[config.mk]
export PLATFORM = sky130hd
export DESIGN_NAME = wdog_twostage
export DESIGN_NICKNAME = d
export VERILOG_FILES = /design/src/rtl/wdog_pkg.sv /design/src/rtl/wdog_busdec.sv /design/src/rtl/wdog_core.sv /design/src/rtl/wdog_regs.sv /design/src/rtl/wdog_rdmux.sv /design/src/rtl/wdog_twostage.sv
export SDC_FILE = /design/constraint.sdc
export NUM_CORES = 1
export LEC_CHECK = 0
export ABC_AREA = 1
export BUFFER_PORTS_ARGS = -buffer_cell sky130_fd_sc_hd__buf_2
export CAP_MARGIN = 20
export CELL_PAD_IN_SITES_DETAIL_PLACEMENT = 1
export CELL_PAD_IN_SITES_GLOBAL_PLACEMENT = 2
export CORE_MARGIN = 2
export CORE_UTILIZATION = 35
export CTS_CLUSTER_DIAMETER = 200
export DETAILED_ROUTE_END_ITERATION = 16
export GPL_TIMING_DRIVEN = 0
export HOLD_SLACK_MARGIN = 0.05
export MAX_ROUTING_LAYER = met4
export PLACE_DENSITY = 0.91
export SLEW_MARGIN = 20
export SYNTH_ARGS = -nofsm -noshare
export SYNTH_HDL_FRONTEND = slang
export SYNTH_SLANG_ARGS = --single-unit
export TNS_END_PERCENT = 10
[constraint.sdc]
create_clock -name clk -period 6.1 [get_ports clk]
set_clock_uncertainty 0.2 [all_clocks]
set_input_delay 0 -clock clk [delete_from_list [all_inputs] [get_ports clk]]
set_output_delay 0 -clock clk [all_outputs]
set_load 0.005 [all_outputs]
[src/rtl/wdog_pkg.sv]
// Shared constants and helpers for the two-strike watchdog.
// Assumes a 16-bit register slot per even byte address.
package wdog_pkg;

    localparam int NSLOT     = 10;
    localparam int SLOT_AW   = 4;

    // Register slot indices (byte address / 2)
    localparam int SL_RELOAD = 0;
    localparam int SL_DATA   = 1;
    localparam int SL_STAT1  = 2;
    localparam int SL_STAT2  = 3;
    localparam int SL_CTRL1  = 4;
    localparam int SL_CTRL2  = 5;
    localparam int SL_MSG    = 6;
    localparam int SL_SCR    = 7;
    localparam int SL_TMO    = 8;
    localparam int SL_SWIRQ  = 9;

    // Bit positions
    localparam int ST1_SWSMI  = 1;
    localparam int ST1_DOUT   = 2;
    localparam int ST1_EXPIRE = 3;
    localparam int ST2_SECOND = 1;
    localparam int ST2_BOOT   = 2;
    localparam int C1_HALT    = 11;
    localparam int C1_LOCK    = 12;

    // Masks and reset values
    localparam logic [15:0] ST1_MASK  = 16'h000E;
    localparam logic [15:0] ST2_MASK  = 16'h0006;
    localparam logic [15:0] C1_MASK   = 16'h1F00;
    localparam logic [15:0] C2_RST    = 16'h0008;
    localparam logic [15:0] TMO_RST   = 16'h0004;
    localparam logic [7:0]  SWIRQ_RST = 8'h03;

    // Number of consecutive expiries that request a reset
    localparam int STRIKE_LIMIT = 2;
    localparam int STRIKE_W     = $clog2(STRIKE_LIMIT + 1);

    // Merge lane-aligned new data into an old halfword under byte enables
    function automatic logic [15:0] lane_merge(input logic [15:0] old_v,
                                               input logic [15:0] new_v,
                                               input logic [1:0]  be);
        return {be[1] ? new_v[15:8] : old_v[15:8],
                be[0] ? new_v[7:0]  : old_v[7:0]};
    endfunction

endpackage

[src/rtl/wdog_busdec.sv]
// Write-side decode of the register bus.
// Turns address and size into one-hot slot strobes, byte enables and
// lane-aligned data. Assumes halfword accesses use even addresses.
module wdog_busdec
    import wdog_pkg::*;
(
    input  logic             bus_wr,
    input  logic             bus_half,
    input  logic [4:0]       bus_addr,
    input  logic [15:0]      bus_wdata,
    output logic [NSLOT-1:0] wr_sel,
    output logic [1:0]       wr_be,
    output logic [15:0]      wr_data
);

    logic [SLOT_AW-1:0] slot_idx;

    assign slot_idx = bus_addr[4:1];

    // One strobe per implemented slot
    for (genvar g = 0; g < NSLOT; g++) begin : g_sel
        assign wr_sel[g] = bus_wr && (slot_idx == SLOT_AW'(g));
    end

    // Byte enables and lane placement from access size and address bit 0
    always_comb begin
        if (bus_half) begin
            wr_be   = 2'b11;
            wr_data = bus_wdata;
        end else if (bus_addr[0]) begin
            wr_be   = 2'b10;
            wr_data = {bus_wdata[7:0], 8'h00};
        end else begin
            wr_be   = 2'b01;
            wr_data = {8'h00, bus_wdata[7:0]};
        end
    end

endmodule

[src/rtl/wdog_core.sv]
// Countdown, strike counting and output pulses of the watchdog.
// Assumes at most one register write per cycle. A write to reload or
// control 1 in a cycle takes priority over a tick in that cycle.
module wdog_core
    import wdog_pkg::*;
#(
    parameter int TW = 10
) (
    input  logic          clk,
    input  logic          rst_n,
    input  logic          tick_en,
    input  logic          smi_en,
    input  logic          strap_hold,
    input  logic          no_reboot,
    input  logic          wr_reload,
    input  logic          wr_ctrl1,
    input  logic          halt_eff,
    input  logic [TW-1:0] tmo,
    input  logic          din_wr,
    output logic          run,
    output logic [TW-1:0] cnt,
    output logic          restart,
    output logic          expire,
    output logic          second,
    output logic          take_reset,
    output logic          smi_o,
    output logic          reset_req_o
);

    logic                can_run;
    logic                stop_w;
    logic                ctl_wr;
    logic [STRIKE_W-1:0] strikes_q;
    logic                run_q;
    logic [TW-1:0]       cnt_q;

    assign ctl_wr     = wr_reload || wr_ctrl1;
    assign can_run    = !halt_eff && (tmo > TW'(1));
    assign restart    = ctl_wr && can_run;
    assign stop_w     = wr_ctrl1 && !can_run;
    assign expire     = run_q && tick_en && (cnt_q <= TW'(1)) && !ctl_wr;
    assign second     = expire && (strikes_q == STRIKE_W'(STRIKE_LIMIT - 1));
    assign take_reset = second && !strap_hold && !no_reboot;
    assign run        = run_q;
    assign cnt        = cnt_q;

    // Run flag and countdown value
    always_ff @(posedge clk) begin
        if (!rst_n) begin
            run_q <= 1'b0;
            cnt_q <= '0;
        end else if (restart) begin
            run_q <= 1'b1;
            cnt_q <= tmo;
        end else if (stop_w) begin
            run_q <= 1'b0;
        end else if (expire) begin
            if (take_reset) run_q <= 1'b0;
            else            cnt_q <= tmo;
        end else if (run_q && tick_en) begin
            cnt_q <= cnt_q - TW'(1);
        end
    end

    // Consecutive-expiry count, cleared by reload writes and by the last strike
    always_ff @(posedge clk) begin
        if (!rst_n)          strikes_q <= '0;
        else if (wr_reload)  strikes_q <= '0;
        else if (second)     strikes_q <= '0;
        else if (expire)     strikes_q <= strikes_q + STRIKE_W'(1);
    end

    // Registered single-cycle interrupt and reset pulses
    always_ff @(posedge clk) begin
        if (!rst_n) begin
            smi_o       <= 1'b0;
            reset_req_o <= 1'b0;
        end else begin
            smi_o       <= (expire && !take_reset && smi_en) || din_wr;
            reset_req_o <= take_reset;
        end
    end

endmodule

[src/rtl/wdog_regs.sv]
// Register storage of the watchdog, with the side effects of writes and
// of expiry events. Assumes the events from the core are mutually
// consistent: an expiry never coincides with a reload or control 1 write.
module wdog_regs
    import wdog_pkg::*;
#(
    parameter int TW = 10
) (
    input  logic             clk,
    input  logic             rst_n,
    input  logic [NSLOT-1:0] wr_sel,
    input  logic [1:0]       wr_be,
    input  logic [15:0]      wr_data,
    input  logic             restart,
    input  logic             expire,
    input  logic             second,
    input  logic             take_reset,
    output logic             halt_eff,
    output logic [TW-1:0]    tmo_q,
    output logic [15:0]      ctrl1_q,
    output logic [NSLOT-1:0][15:0] slot_val
);

    logic [15:0] reload_q, st1_q, st2_q, ctrl2_q;
    logic [7:0]  din_q, dout_q, msg1_q, msg2_q, scr_q, swirq_q;
    logic [15:0] st1_n, st2_n, ctrl1_wr, tmo_ext;
    logic        din_wr, dout_wr;

    assign tmo_ext  = 16'(tmo_q);
    assign din_wr   = wr_sel[SL_DATA] && wr_be[0];
    assign dout_wr  = wr_sel[SL_DATA] && wr_be[1];
    assign ctrl1_wr = (lane_merge(ctrl1_q, wr_data, wr_be) & C1_MASK)
                    | (ctrl1_q & (16'h1 << C1_LOCK));
    assign halt_eff = wr_sel[SL_CTRL1] ? ctrl1_wr[C1_HALT] : ctrl1_q[C1_HALT];

    // Status 1: event bits accumulate, a write replaces under mask
    always_comb begin
        st1_n = st1_q;
        if (din_wr)  st1_n[ST1_SWSMI]  = 1'b1;
        if (dout_wr) st1_n[ST1_DOUT]   = 1'b1;
        if (expire)  st1_n[ST1_EXPIRE] = 1'b1;
        if (wr_sel[SL_STAT1]) st1_n = lane_merge(st1_q, wr_data, wr_be) & ST1_MASK;
    end

    // Status 2: second-strike bits accumulate, a write replaces under mask
    always_comb begin
        st2_n = st2_q;
        if (second) begin
            st2_n[ST2_SECOND] = 1'b1;
            st2_n[ST2_BOOT]   = 1'b1;
        end
        if (wr_sel[SL_STAT2]) st2_n = lane_merge(st2_q, wr_data, wr_be) & ST2_MASK;
    end

    // Reload register: cleared or refilled by events, else written by software
    always_ff @(posedge clk) begin
        if (!rst_n)                 reload_q <= '0;
        else if (expire)            reload_q <= take_reset ? 16'h0 : tmo_ext;
        else if (restart)           reload_q <= tmo_ext;
        else if (wr_sel[SL_RELOAD]) reload_q <= lane_merge(reload_q, wr_data, wr_be);
    end

    // Status and control registers
    always_ff @(posedge clk) begin
        if (!rst_n) begin
            st1_q   <= '0;
            st2_q   <= '0;
            ctrl1_q <= '0;
            ctrl2_q <= C2_RST;
            tmo_q   <= TMO_RST[TW-1:0];
        end else begin
            st1_q <= st1_n;
            st2_q <= st2_n;
            if (wr_sel[SL_CTRL1]) ctrl1_q <= ctrl1_wr;
            if (wr_sel[SL_CTRL2]) ctrl2_q <= lane_merge(ctrl2_q, wr_data, wr_be);
            if (wr_sel[SL_TMO])   tmo_q   <= lane_merge(tmo_ext, wr_data, wr_be)[TW-1:0];
        end
    end

    // Byte-wide data, message, scratch and software-interrupt registers
    always_ff @(posedge clk) begin
        if (!rst_n) begin
            din_q   <= '0;
            dout_q  <= '0;
            msg1_q  <= '0;
            msg2_q  <= '0;
            scr_q   <= '0;
            swirq_q <= SWIRQ_RST;
        end else begin
            if (din_wr)                           din_q   <= wr_data[7:0];
            if (dout_wr)                          dout_q  <= wr_data[15:8];
            if (wr_sel[SL_MSG] && wr_be[0])       msg1_q  <= wr_data[7:0];
            if (wr_sel[SL_MSG] && wr_be[1])       msg2_q  <= wr_data[15:8];
            if (wr_sel[SL_SCR] && wr_be[0])       scr_q   <= wr_data[7:0];
            if (wr_sel[SL_SWIRQ] && wr_be[0])     swirq_q <= wr_data[7:0];
        end
    end

    // Halfword view of every slot for the read path
    always_comb begin
        slot_val            = '0;
        slot_val[SL_RELOAD] = reload_q;
        slot_val[SL_DATA]   = {dout_q, din_q};
        slot_val[SL_STAT1]  = st1_q;
        slot_val[SL_STAT2]  = st2_q;
        slot_val[SL_CTRL1]  = ctrl1_q;
        slot_val[SL_CTRL2]  = ctrl2_q;
        slot_val[SL_MSG]    = {msg2_q, msg1_q};
        slot_val[SL_SCR]    = {8'h00, scr_q};
        slot_val[SL_TMO]    = tmo_ext;
        slot_val[SL_SWIRQ]  = {8'h00, swirq_q};
    end

endmodule

[src/rtl/wdog_rdmux.sv]
// Combinational read path. It overlays the live count on the reload slot
// while the timer runs, then selects the byte lane.
// Assumes TW is less than 16.
module wdog_rdmux
    import wdog_pkg::*;
#(
    parameter int TW = 10
) (
    input  logic             bus_half,
    input  logic [4:0]       bus_addr,
    input  logic [NSLOT-1:0][15:0] slot_val,
    input  logic             run,
    input  logic [TW-1:0]    cnt,
    output logic [15:0]      bus_rdata
);

    logic [SLOT_AW-1:0] idx;
    logic [15:0]        hw;

    assign idx = bus_addr[4:1];

    // Slot select with live-count overlay on the reload slot
    always_comb begin
        hw = '0;
        for (int i = 0; i < NSLOT; i++) begin
            if (idx == SLOT_AW'(i)) hw = slot_val[i];
        end
        if (run && idx == SLOT_AW'(SL_RELOAD)) hw = {hw[15:TW], cnt};
    end

    // Byte lane select
    always_comb begin
        if (bus_half)         bus_rdata = hw;
        else if (bus_addr[0]) bus_rdata = {8'h00, hw[15:8]};
        else                  bus_rdata = {8'h00, hw[7:0]};
    end

endmodule

[src/rtl/wdog_twostage.sv]
// Top of the two-strike watchdog. It joins the bus decode, register
// storage, countdown core and read path. Assumes one access per cycle.
// The tick prescaler and interrupt routing live outside this block.
module wdog_twostage
    import wdog_pkg::*;
#(
    parameter int TMR_W = 10
) (
    input  logic        clk,
    input  logic        rst_n,
    input  logic        bus_wr,
    input  logic        bus_half,
    input  logic [4:0]  bus_addr,
    input  logic [15:0] bus_wdata,
    output logic [15:0] bus_rdata,
    input  logic        tick_en,
    input  logic        smi_en,
    input  logic        strap_hold,
    input  logic        no_reboot,
    output logic        smi_o,
    output logic        reset_req_o
);

    logic [NSLOT-1:0]       wr_sel;
    logic [1:0]             wr_be;
    logic [15:0]            wr_data;
    logic [NSLOT-1:0][15:0] slot_val;
    logic [TMR_W-1:0]       tmo_q, core_cnt;
    logic [15:0]            ctrl1_q;
    logic                   halt_eff, core_run, restart, expire, second, take_reset;

    wdog_busdec u_dec (
        .bus_wr    (bus_wr),
        .bus_half  (bus_half),
        .bus_addr  (bus_addr),
        .bus_wdata (bus_wdata),
        .wr_sel    (wr_sel),
        .wr_be     (wr_be),
        .wr_data   (wr_data)
    );

    wdog_regs #(.TW(TMR_W)) u_regs (
        .clk        (clk),
        .rst_n      (rst_n),
        .wr_sel     (wr_sel),
        .wr_be      (wr_be),
        .wr_data    (wr_data),
        .restart    (restart),
        .expire     (expire),
        .second     (second),
        .take_reset (take_reset),
        .halt_eff   (halt_eff),
        .tmo_q      (tmo_q),
        .ctrl1_q    (ctrl1_q),
        .slot_val   (slot_val)
    );

    wdog_core #(.TW(TMR_W)) u_core (
        .clk         (clk),
        .rst_n       (rst_n),
        .tick_en     (tick_en),
        .smi_en      (smi_en),
        .strap_hold  (strap_hold),
        .no_reboot   (no_reboot),
        .wr_reload   (wr_sel[SL_RELOAD]),
        .wr_ctrl1    (wr_sel[SL_CTRL1]),
        .halt_eff    (halt_eff),
        .tmo         (tmo_q),
        .din_wr      (wr_sel[SL_DATA] && wr_be[0]),
        .run         (core_run),
        .cnt         (core_cnt),
        .restart     (restart),
        .expire      (expire),
        .second      (second),
        .take_reset  (take_reset),
        .smi_o       (smi_o),
        .reset_req_o (reset_req_o)
    );

    wdog_rdmux #(.TW(TMR_W)) u_rd (
        .bus_half  (bus_half),
        .bus_addr  (bus_addr),
        .slot_val  (slot_val),
        .run       (core_run),
        .cnt       (core_cnt),
        .bus_rdata (bus_rdata)
    );

endmodule

; ---- After elaboration in Yosys (flattened, before gate mapping)
; Cells that the tools add are included.
[totals]
register_bits = 123
latchBits = 0
mem_bits_rw = 0
memories = 0
romBits = 0
output_inout_bits = 18
[classes]
n_eq_ne = 14
add_sub_neg = 2
mux = 42
reduce_logical = 60
shifts = 0
mul = 0
n_div = 0
bitwise_logic = 2
n_lt_le_gt_ge = 2
[op_table]
columns = cell, count
row1 = 16-bit two-way mux, 16
row2 = 10-bit two-way mux, 7
row3 = 1-bit logical AND, 28
row4 = 8-bit two-way mux, 3
row5 = 2-bit AND reduction, 11
row6 = 3-bit nonzero test, 6
row7 = 4-bit by 3-bit == test with 1-bit output (second input constant), 4
row8 = 13-bit OR, 1
row9 = 10-bit by 1-bit greater-than comparator with 1-bit output (second input constant), 1
row10 = 10-bit by 1-bit <= comparator with 1-bit output (second input constant), 1
row11 = 10-bit by 1-bit subtractor with 10-bit output (second input constant), 1
row12 = 4-bit by 2-bit == test with 1-bit output (second input constant), 2
row13 = 4-bit == test (second input constant), 2
row14 = 1-bit two-way mux, 8
row15 = 4-bit two-way mux, 2
row16 = 2-bit nonzero test, 4
row17 = 1-bit zero test, 6
row18 = 2-bit two-way mux, 3
row19 = 3-bit two-way mux, 2
row20 = 5-bit two-way mux, 1
row21 = 4-bit by 1-bit == test with 1-bit output (second input constant), 1
row22 = 4-bit zero test, 1
row23 = 2-bit by 1-bit != test with 1-bit output (second input constant), 2
row24 = 3-bit != test (second input constant), 1
row25 = other kinds (7), 8

; ---- Depth between registers and ports, before layout
; Gate-level depths: netlist of the first run.
[depth]
depth_word = 14
depth_mapped = 14
mapped_depth_nobuf = 14

; ---- Hierarchy
; Synthesis of the first run repeated with hierarchy kept, for this count alone.
[hier_totals]
hier_cells = 1219
hier_area_um2 = 7546.0
[by_module_without_submodules]
columns = mod, seq_area_each_um2, cells_each, area_each_um2, n_inst
row1 = wdog_regs, 2001.9, 575, 4377.9, 1
row2 = wdog_rdmux, 0.0, 374, 1680.4, 1
row3 = wdog_core, 300.3, 200, 1169.9, 1
row4 = wdog_busdec, 0.0, 68, 310.3, 1
row5 = wdog_twostage, 0.0, 2, 7.5, 1

; ---- Least setup slack after synthesis of the first run
; No wires, ideal clock.
[synth_timing]
path_type = register to register
startpoint = reg u_core.cnt_q[0], in the netlist u_core.cnt[0]
endpoint = reg u_core.cnt_q[2], in the netlist u_core.cnt[2]
required_time_ns = 5.787
period_less_slack_ns = 1.988
stages_incl_launch_ff = 13
path_slack_ns = 4.112
arrival_time_ns = 1.675
path_cell_list = dfxtp_1 -> inv_1 -> ha_1 -> nor2_1 -> nor2_1 -> nand3_1 -> nor2_4 -> nand3_2 -> nand2_2 -> nor2_8 -> buf_6 -> o21ai_1 -> nor2_1
[synth_between]
elab_chain_len = 8
word_cells_on_any_way = 14
classes_between = 1 x add/sub / 1 x order compare / 1 x eq/ne / 4 x mux / 7 x reduce/logical
[synth_rtl]
columns = element, line
row1 = from (decl), wdog_core.sv:35  ; logic [TW-1:0] cnt_q;
row2 = from (signal assigned), wdog_core.sv:54  ; cnt_q <= tmo;
row3 = from (signal assigned), wdog_core.sv:59  ; else cnt_q <= tmo;
row4 = from (signal assigned), wdog_core.sv:61  ; cnt_q <= cnt_q - TW'(1);
row5 = 10-bit by 1-bit <= comparator with 1-bit output, wdog_core.sv:41  ; assign expire = run_q && tick_en && (cnt_q <= TW'(1)) && !ctl_wr;
row6 = 1-bit logical AND (2 in series), wdog_core.sv:41
row7 = 1-bit logical AND, wdog_core.sv:42  ; assign second = expire && (strikes_q == STRIKE_W'(STRIKE_LIMIT - 1));
row8 = 1-bit logical AND (2 in series), wdog_core.sv:43  ; assign take_reset = second && !strap_hold && !no_reboot;
row9 = 3-bit != test (no source line), --
row10 = 3-bit AND reduction (no source line), --
; Parallel ways exist; a longest one is shown, timed or not. The select of a mux whose other input is x is not followed.
; A chain may end at the register's enable or synchronous reset.

; ---- Final worst setup path of the first run
[layout_timing]
startpoint = in bus_half
endpoint = reg u_regs.reload_q[7]
[layout_between]
elab_chain_len = 9
word_cells_on_any_way = 15
classes_between = 8 x mux / 1 x bitwise / 6 x reduce/logical
[layout_rtl]
columns = element, line
row1 = from (decl), wdog_twostage.sv:12  ; input logic bus_half,
row2 = 16-bit two-way mux or 2-bit two-way mux (tied branches), wdog_busdec.sv:27  ; if (bus_half) begin
row3 = 5-bit two-way mux, wdog_pkg.sv:45  ; return {be[1] ? new_v[15:8] : old_v[15:8],
row4 = 13-bit OR, wdog_regs.sv:33  ; | (ctrl1_q & (16'h1 << C1_LOCK));
row5 = 1-bit two-way mux, wdog_regs.sv:34  ; assign halt_eff = wr_sel[SL_CTRL1] ? ctrl1_wr[C1_HALT] : ctrl1_q[C1_HALT];
row6 = 1-bit zero test, wdog_core.sv:38  ; assign can_run = !halt_eff && (tmo > TW'(1));
row7 = 1-bit logical AND, wdog_core.sv:38
row8 = 1-bit logical AND, wdog_core.sv:39  ; assign restart = ctl_wr && can_run;
row9 = 3-bit nonzero test (no source line) or 16-bit two-way mux (tied branches), --
row10 = 2-bit AND reduction (no source line) or 16-bit two-way mux (tied branches), --
row11 = to (signal assigned), wdog_regs.sv:58  ; else if (expire) reload_q <= take_reset ? 16'h0 : tmo_ext;
row12 = to (signal assigned), wdog_regs.sv:59  ; else if (restart) reload_q <= tmo_ext;
row13 = to (signal assigned), wdog_regs.sv:60  ; else if (wr_sel[SL_RELOAD]) reload_q <= lane_merge(reload_q, wr_data, wr_be);
row14 = to (decl), wdog_regs.sv:24  ; logic [15:0] reload_q, st1_q, st2_q, ctrl2_q;
; Parallel ways exist; a longest one is shown, timed or not. The select of a mux whose other input is x is not followed.

==> results of run 1 <==
per-layer routing:
metal  vias to the layer above  part of all wire [%]  track usage [%]
met5                         -                     0                -
met4                         0                   2.3            10.46
met3                        31                   4.2            3.957
met2                       163                    47            44.93
met1                      3078                    47            37.93
li1                       3069                     -                -
cell usage in the layout (no fill, tap or decap), types with 15 or more instances in the layout:
| master | instances |
|---|---|
| o21ai_0 | 111 |
| dfxtp_1 | 115 |
| clkbuf_1 | 26 |
| o21ai_1 | 15 |
| nor2_1 | 124 |
| inv_1 | 80 |
| nand3_1 | 35 |
| nand2_1 | 163 |
| clkbuf_16 | 17 |
| dlygate4sd3_1 | 36 |
| buf_2 | 51 |
| a21oi_1 | 105 |
area by class of cell:
cell class / instances / area share (%)
clock inverters: 7 / 0.6703
multi-input cells: 629 / 41.68
plain buffers: 39 / 2.647
well taps: 220 / 3.781
clock buffers: 24 / 7.030
flip-flops and latches: 115 / 31.63
repair buffers: 80 / 7.975
inverters: 89 / 4.589
cell families (layout without fill, tap and decap cells):
kind of cell | Yosys count | count (layout) | share of synthesized area (%)
compound gates | 255 | 255 | 23.35
xor+xnor | 7 | 7 | 1.046
mux | 2 | 2 | 0.3415
buf+inv | 128 | 239 | 8.984
simple gates | 362 | 362 | 26.38
flops | 115 | 115 | 39.27
fa+ha+maj | 3 | 3 | 0.6403
worst paths after layout:
| path | start | endpoint | slack (ns) | cells past startpoint |
|---|---|---|---|---|
| worst min register to register | u_regs.dout_q[7]$_SDFFE_PN0P_ | u_regs.dout_q[7]$_SDFFE_PN0P_ | 0.27 | 2 |
| worst max register to register | u_core.cnt[0]$_SDFFE_PN0P_ | u_regs.reload_q[7]$_SDFFE_PN0P_ | 3.21 | 11 |
| worst min-delay path | bus_wdata[12] | u_regs.msg2_q[4]$_SDFFE_PN0P_ | 0.11 | 5 |
| worst max-delay path | bus_half | u_regs.reload_q[7]$_SDFFE_PN0P_ | 2.76 | 13 |
worst min-delay path: cells and delay by family:
kind	cells	cell delay, ns
AO/OA/AOI/OAI	1	0.37
buffers and inverters	1	0.08
AND/OR/NAND/NOR	3	0.26
state kept, by name, indices dropped and copies added (netlist names), 10 cells and up:
register         flops
u_regs.reload_q     16
u_regs.ctrl2_q      16
u_core.cnt          10
u_regs.tmo_q        10
report_power, final:
group | internal, mW | leakage, nW | total (mW) | switching (mW)
Combinational | 0.0810 | 2.01 | 0.239 | 0.158
Sequential | 0.771 | 0.931 | 0.784 | 0.0128
Clock | 0.579 | 0.266 | 0.947 | 0.368
==> impl_metrics.json, run 1 <==
{
  "cts.clk_slew.worst_paths_ns": 0.06,
  "drt-pass1-iter-count": 5,
  "synthFlopType": "dfxtp_1",
  "grt_usage_pct": 28.70,
  "cp.required_ns": 6.28,
  "wl_um": 23970,
  "holdWs_ns": 0.1078,
  "area_delta_synth_final_pct": 24.16,
  "hpwlAfterDp_um": 17470,
  "status": "finished, final reports clean",
  "critPathSlowestCell": "dlygate4sd3_1",
  "worst-endpoint-arrival_ns": 3.51,
  "first_iter_violations": 491,
  "grt_first_pass_wirelength_um": 36980,
  "power.density_mw_per_mm2": 270.7,
  "die_width_um": 133.4,
  "synth_edf_count": 0,
  "wl_per_cell_um": 19.92,
  "synth.most_common_cell": "nand2_1",
  "cp-end-kind": "flop",
  "yosys_warnings": 0,
  "yosys.area.top_type_share_pct": 39.27,
  "final_antenna_net_count": 0,
  "async_reset_ff_share_pct": 0,
  "cts_buffer_depth": 2,
  "power_mw": 1.970,
  "final_area_mm2": 0.007279,
  "start_kind": "input pin",
  "fmax_ghz": 0.2998,
  "vias": 6341,
  "cpLargestDelayFamily": "buffers and inverters",
  "drive_above_1_share_pct": 12.92,
  "viasPerCell": 5.271,
  "tritoncts": "done",
  "slew_viol_final": 0,
  "ctsResizeCount": 0,
  "postCtsSetupBuffers": 0,
  "holdCritPathClass": "input pin to flop",
  "ir_worst_vdd_mv": 0.1857,
  "syn_inst": 872,
  "rsz0062_at_grt": "no",
  "setup_slack_ns": 2.765,
  "multi_input_area_mm2": 0.003034,
  "fillers": 2173,
  "port_buffers": 44,
  "yosysUniqueCellTypes": 40,
  "layoutNonFillerInstCount": 1203,
  "critical_path_class": "input pin to flop",
  "synth_area_leader_cell": "dfxtp_1",
  "fin_crit_sh_pct": 54.68,
  "antenna_found_initial": 0,
  "synth_area_per_cell_um2": 6.724,
  "timing.setup.tns_ns": 0,
  "hold_viol_final": 0,
  "numCtsBuffers": 17,
  "clk_latency_ns": 0.43,
  "placedCellCount": 1136,
  "drc": 0,
  "slew_headroom_pct": 34.82,
  "cts-hold-fix-buffers": 36,
  "place_congestion": 0.9158,
  "cap_violations": 0,
  "cp_max_fo": 10,
  "die_area_mm2": 0.01780,
  "max_stage_delay_ns": 0.56,
  "worst_pin_slew_ns": 0.9674,
  "path_cells": "dlygate4sd3_1, buf_4, nand2_1, dlygate4sd3_1, nand3_1, dlygate4sd3_1, nand2_1, nand4_2, buf_6, nand2_1, nand2_1, a21oi_1, dlygate4sd3_1",
  "netlist_area_mm2": 0.005863,
  "cts-htree-levels": 4,
  "seq_area_frac_synth_pct": 39.27,
  "synth_commonest_cells": "nand2_1 (163), nor2_1 (124), dfxtp_1 (115)",
  "grt_overflow": 0,
  "dp_worst_setup_slack_ns": 3.583,
  "grt_pass1_vias": 6382,
  "period_needed_ns": 3.335,
  "core-area_mm2": 0.01647,
  "p_leak_nw": 3.211,
  "nNetsFinal": 1003,
  "crit_buf_inv": 6,
  "io_pins": 47,
  "setup_viol": 0,
  "post-route-util_pct": 44.21,
  "initial_utilization_pct": 35.61,
  "dpl-instance-area_mm2": 0.006359,
  "rows": 47,
  "diodes": 0,
  "regArea_mm2": 0.002302,
  "grt_max_degree": 17,
  "ys_ff_latch": 115,
  "cts.sinks": 115,
  "synth_fp_nets": 904,
  "yosys-top-cells-area": "dfxtp_1 (39%), nand2_1 (10%), o21ai_0 (9.5%)",
  "dieHeight_um": 133.4,
  "cts-root-buf": "clkbuf_16"
}
Power figures use the tool's default switching activity.
==> run 2, diff against run 1 <==
--- a/config.mk
+++ b/config.mk
@@ -5,19 +5,19 @@
 export SDC_FILE = /design/constraint.sdc
 export NUM_CORES = 1
 export LEC_CHECK = 0
-export ABC_AREA = 1
+export ABC_AREA = 0
 export BUFFER_PORTS_ARGS = -buffer_cell sky130_fd_sc_hd__buf_2
 export CAP_MARGIN = 20
 export CELL_PAD_IN_SITES_DETAIL_PLACEMENT = 1
 export CELL_PAD_IN_SITES_GLOBAL_PLACEMENT = 2
 export CORE_MARGIN = 2
-export CORE_UTILIZATION = 35
+export CORE_UTILIZATION = 33
 export CTS_CLUSTER_DIAMETER = 200
 export DETAILED_ROUTE_END_ITERATION = 16
 export GPL_TIMING_DRIVEN = 0
 export HOLD_SLACK_MARGIN = 0.05
 export MAX_ROUTING_LAYER = met4
-export PLACE_DENSITY = 0.91
+export PLACE_DENSITY = 0.85
 export SLEW_MARGIN = 20
 export SYNTH_ARGS = -nofsm -noshare
 export SYNTH_HDL_FRONTEND = slang
==> constraint.sdc (replaced) <==
create_clock -name clk -period 2.83 [get_ports clk]
set_clock_uncertainty 0.2 [all_clocks]
set_input_delay 0 -clock clk [delete_from_list [all_inputs] [get_ports clk]]
set_output_delay 0 -clock clk [all_outputs]
set_load 0.005 [all_outputs]
==> impl_metrics.json, run 2 <==
{
  "initial_utilization_pct": 33.58,
  "final_common_cell": "dfxtp_1",
  "p_leak_nw": 2.801,
  "dieHeight_um": 139.2,
  "ir_worst_vdd_mv": 0.4191,
  "synth-simple-area-share_pct": 23.96,
  "final_antenna_net_count": 0,
  "drt-pass1-iter-count": 5,
  "io_pins": 47,
  "syn_inst": 745,
  "first_iter_violations": 576,
  "wl_per_cell_um": 22.74,
  "die_area_mm2": 0.01938,
  "hpwlAfterDp_um": 17720,
  "hold_path.startpoint": "bus_half",
  "post-route-util_pct": 41.38,
  "netlist_area_mm2": 0.006032,
  "drc": 0,
  "reg2reg_depth": 9,
  "hold_viol_final": 0,
  "hold_depth": 4,
  "setup_viol": 1,
  "cp-end-kind": "output pin",
  "final_area_mm2": 0.007433,
  "start_kind": "input pin",
  "die_width_um": 139.2,
  "slew_headroom_pct": 35.46,
  "cap_violations": 0,
  "viasPerCell": 5.775,
  "area_delta_synth_final_pct": 23.23,
  "async_reset_ff_share_pct": 0,
  "critical_path_class": "input pin to output pin",
  "synth.most_common_cell": "dfxtp_1",
  "cts-htree-levels": 4,
  "critPathSlowestCell": "clkbuf_1",
  "nNetsFinal": 867,
  "seq_area_frac_synth_pct": 38.17,
  "routed.top_layer": "met4",
  "vias": 6220,
  "synth_edf_count": 0,
  "worst_pin_slew_ns": 0.9547,
  "cp.required_ns": 2.63,
  "slew_viol_final": 0,
  "cts.sinks": 115,
  "holdWs_ns": 0.08740,
  "synth_top_family_by_area": "compound AO/OA/AOI/OAI gates",
  "reg2reg_from": "u_regs.tmo_q[1]$_SDFFE_PN0P_",
  "grt_pass1_vias": 6250,
  "rsz0062_at_grt": "yes",
  "dpl-instance-area_mm2": 0.006515,
  "synth_xor_area_share_pct": 0.1452,
  "grt_overflow": 0,
  "synth_fp_nets": 777,
  "fin_crit_sh_pct": 100.2,
  "place_congestion": 0.9250,
  "met1Wirelength_um": 11190,
  "drive_above_1_share_pct": 13.92,
  "placedCellCount": 1012,
  "rows": 49,
  "synth_compound_area_share_pct": 25.04,
  "tritoncts": "done",
  "core-area_mm2": 0.01796,
  "holdCritPathClass": "input pin to flop",
  "fmax_ghz": 0.3527,
  "violations": "setup timing",
  "max_stage_delay_ns": 0.51,
  "clk_latency_ns": 0.43,
  "wl_met3_um": 1440,
  "ys_ff_latch": 115,
  "mostFrequentLayoutCells": "dfxtp_1 (115), nor2_1 (112), nand2_1 (63)",
  "numCtsBuffers": 17,
  "reg.largest.list": "u_regs.ctrl2_q x16, u_regs.reload_q x16",
  "cts-root-buf": "clkbuf_16",
  "power_mw": 4.282,
  "antenna_found_initial": 0,
  "grt_max_degree": 17,
  "synthFlopType": "dfxtp_1",
  "grt_first_pass_wirelength_um": 37540,
  "cts_buffer_depth": 2,
  "power.density_mw_per_mm2": 576.0,
  "cts.clk_slew.worst_paths_ns": 0.06,
  "met2WireLength_um": 11430,
  "yosys-top-cells-area": "dfxtp_1 (38%), nor2_1 (7.0%), mux2i_1 (5.3%)",
  "worst-endpoint-arrival_ns": 2.64,
  "cp_max_fo": 10,
  "yosys.area.top_type_share_pct": 38.17,
  "period_needed_ns": 2.836,
  "yosysUniqueCellTypes": 73,
  "wl_um": 24490,
  "status": "finished with violations",
  "grt_usage_pct": 26.20,
  "yosys_warnings": 0,
  "port_buffers": 38,
  "timing.rr.end": "u_core.cnt[0]$_SDFFE_PN0P_",
  "setup_slack_ns": -0.005610,
  "muxShareOfSynthArea_pct": 7.177,
  "layoutNonFillerInstCount": 1077,
  "reg2reg_slack_ns": 0.07,
  "diodes": 0,
  "path_cells": "buf_2, clkbuf_1, clkbuf_1, clkbuf_1, nor2_1, a21oi_1, o211ai_1, a21oi_1, a21oi_1, a21boi_0, buf_2",
  "min_to": "u_regs.dout_q[3]$_SDFFE_PN0P_",
  "synthAdderAreaFrac_pct": 0.6223,
  "synth_area_leader_cell": "dfxtp_1",
  "synth_area_per_cell_um2": 8.097,
  "synth_commonest_cells": "dfxtp_1 (115), nor2_1 (113), nand2_1 (64)"
}
==> run 2: changes by cell type after synthesis, moves of 14 or more <==
cell	previous run	this run
nand2_1	163	64
a21oi_1	105	61
nor3_1	3	21
nor2b_1	0	14
o21ai_0	111	20
inv_1	80	11
clkbuf_1	25	51
mux2i_1	2	32
a211oi_1	1	39
o21ai_1	15	1
==> run 2: routing by layer <==
metal / GRT usage (%) / vias to the layer above
met5: - / -
met4: 7.018 / 0
met3: 6.354 / 27
met2: 40.78 / 193
met1: 34.19 / 3084
li1: - / 2916
==> run 2: through the flow <==
stage / setup WS [ns] / TNS (ns)
2_1_floorplan: 0.4164 / 0
3_3_place_gp: -0.1823 / -1.703
3_5_place_dp: -0.2191 / -2.478
4_1_cts: 0.03640 / 0
5_1_grt: -0.09667 / -0.3646
6_report: -0.005610 / -0.005610
==> run 2: power by group <==
part | internal [mW] | total, mW | switching, mW
logic | 0.195 | 0.539 | 0.345
registers | 1.66 | 1.69 | 0.0345
clock network | 1.23 | 2.05 | 0.823
total | 3.08 | 4.28 | 1.20
==> run 2: worst max-delay path, delay by kind of cell <==
family,cells,cell delay (ns)
buffers and inverters,5,1.66
and+or+nand+nor,1,0.08
AOI/OAI and AO/OA,5,0.88
==> run 2: cell type report <==
cell class	count	area, µm²
fill	2183	10530
inverter	12	45.04
sequential	115	2302
buffer	61	255.2
tap	229	286.5
clock inverter	12	108.9
multi-input combinational	557	3473
timing repair buffer	71	515.5
clock buffer	20	446.7
==> run 2: what timing repair did <==
item                                    in CTS  in global routing
pin swaps                                    1                  3
hold buffers                                31                  0
endpoints found under the setup margin      10                 29
endpoints found under the hold margin      106                  0
setup buffers                                0                  2
gates resized for setup                      2                  9
==> run 2: how the worst max path moves through the flow <==
stage | start | end | slack [ns]
after floorplan | u_regs.tmo_q[1]$_SDFFE_PN0P_ | u_regs.reload_q[1]$_SDFFE_PN0P_ | 0.42
after global placement | bus_addr[1] | bus_rdata[0] | -0.18
after detailed placement | bus_addr[1] | u_regs.scr_q[2]$_SDFFE_PN0P_ | -0.22
after CTS | bus_wr | u_regs.ctrl1_q[11]$_SDFFE_PN0P_ | 0.04
after global routing | bus_addr[3] | bus_rdata[1] | -0.1
final | bus_addr[3] | bus_rdata[1] | -0.006
==> run 2: logic make-up after synthesis <==
family                     after synthesis
and+or+nand+nor                        300
AOI/OAI and AO/OA                      213
DFF                                    115
buffers and inverters                   73
muxes                                   40
adders and majority gates                3
xor gates and xnor gates                 1
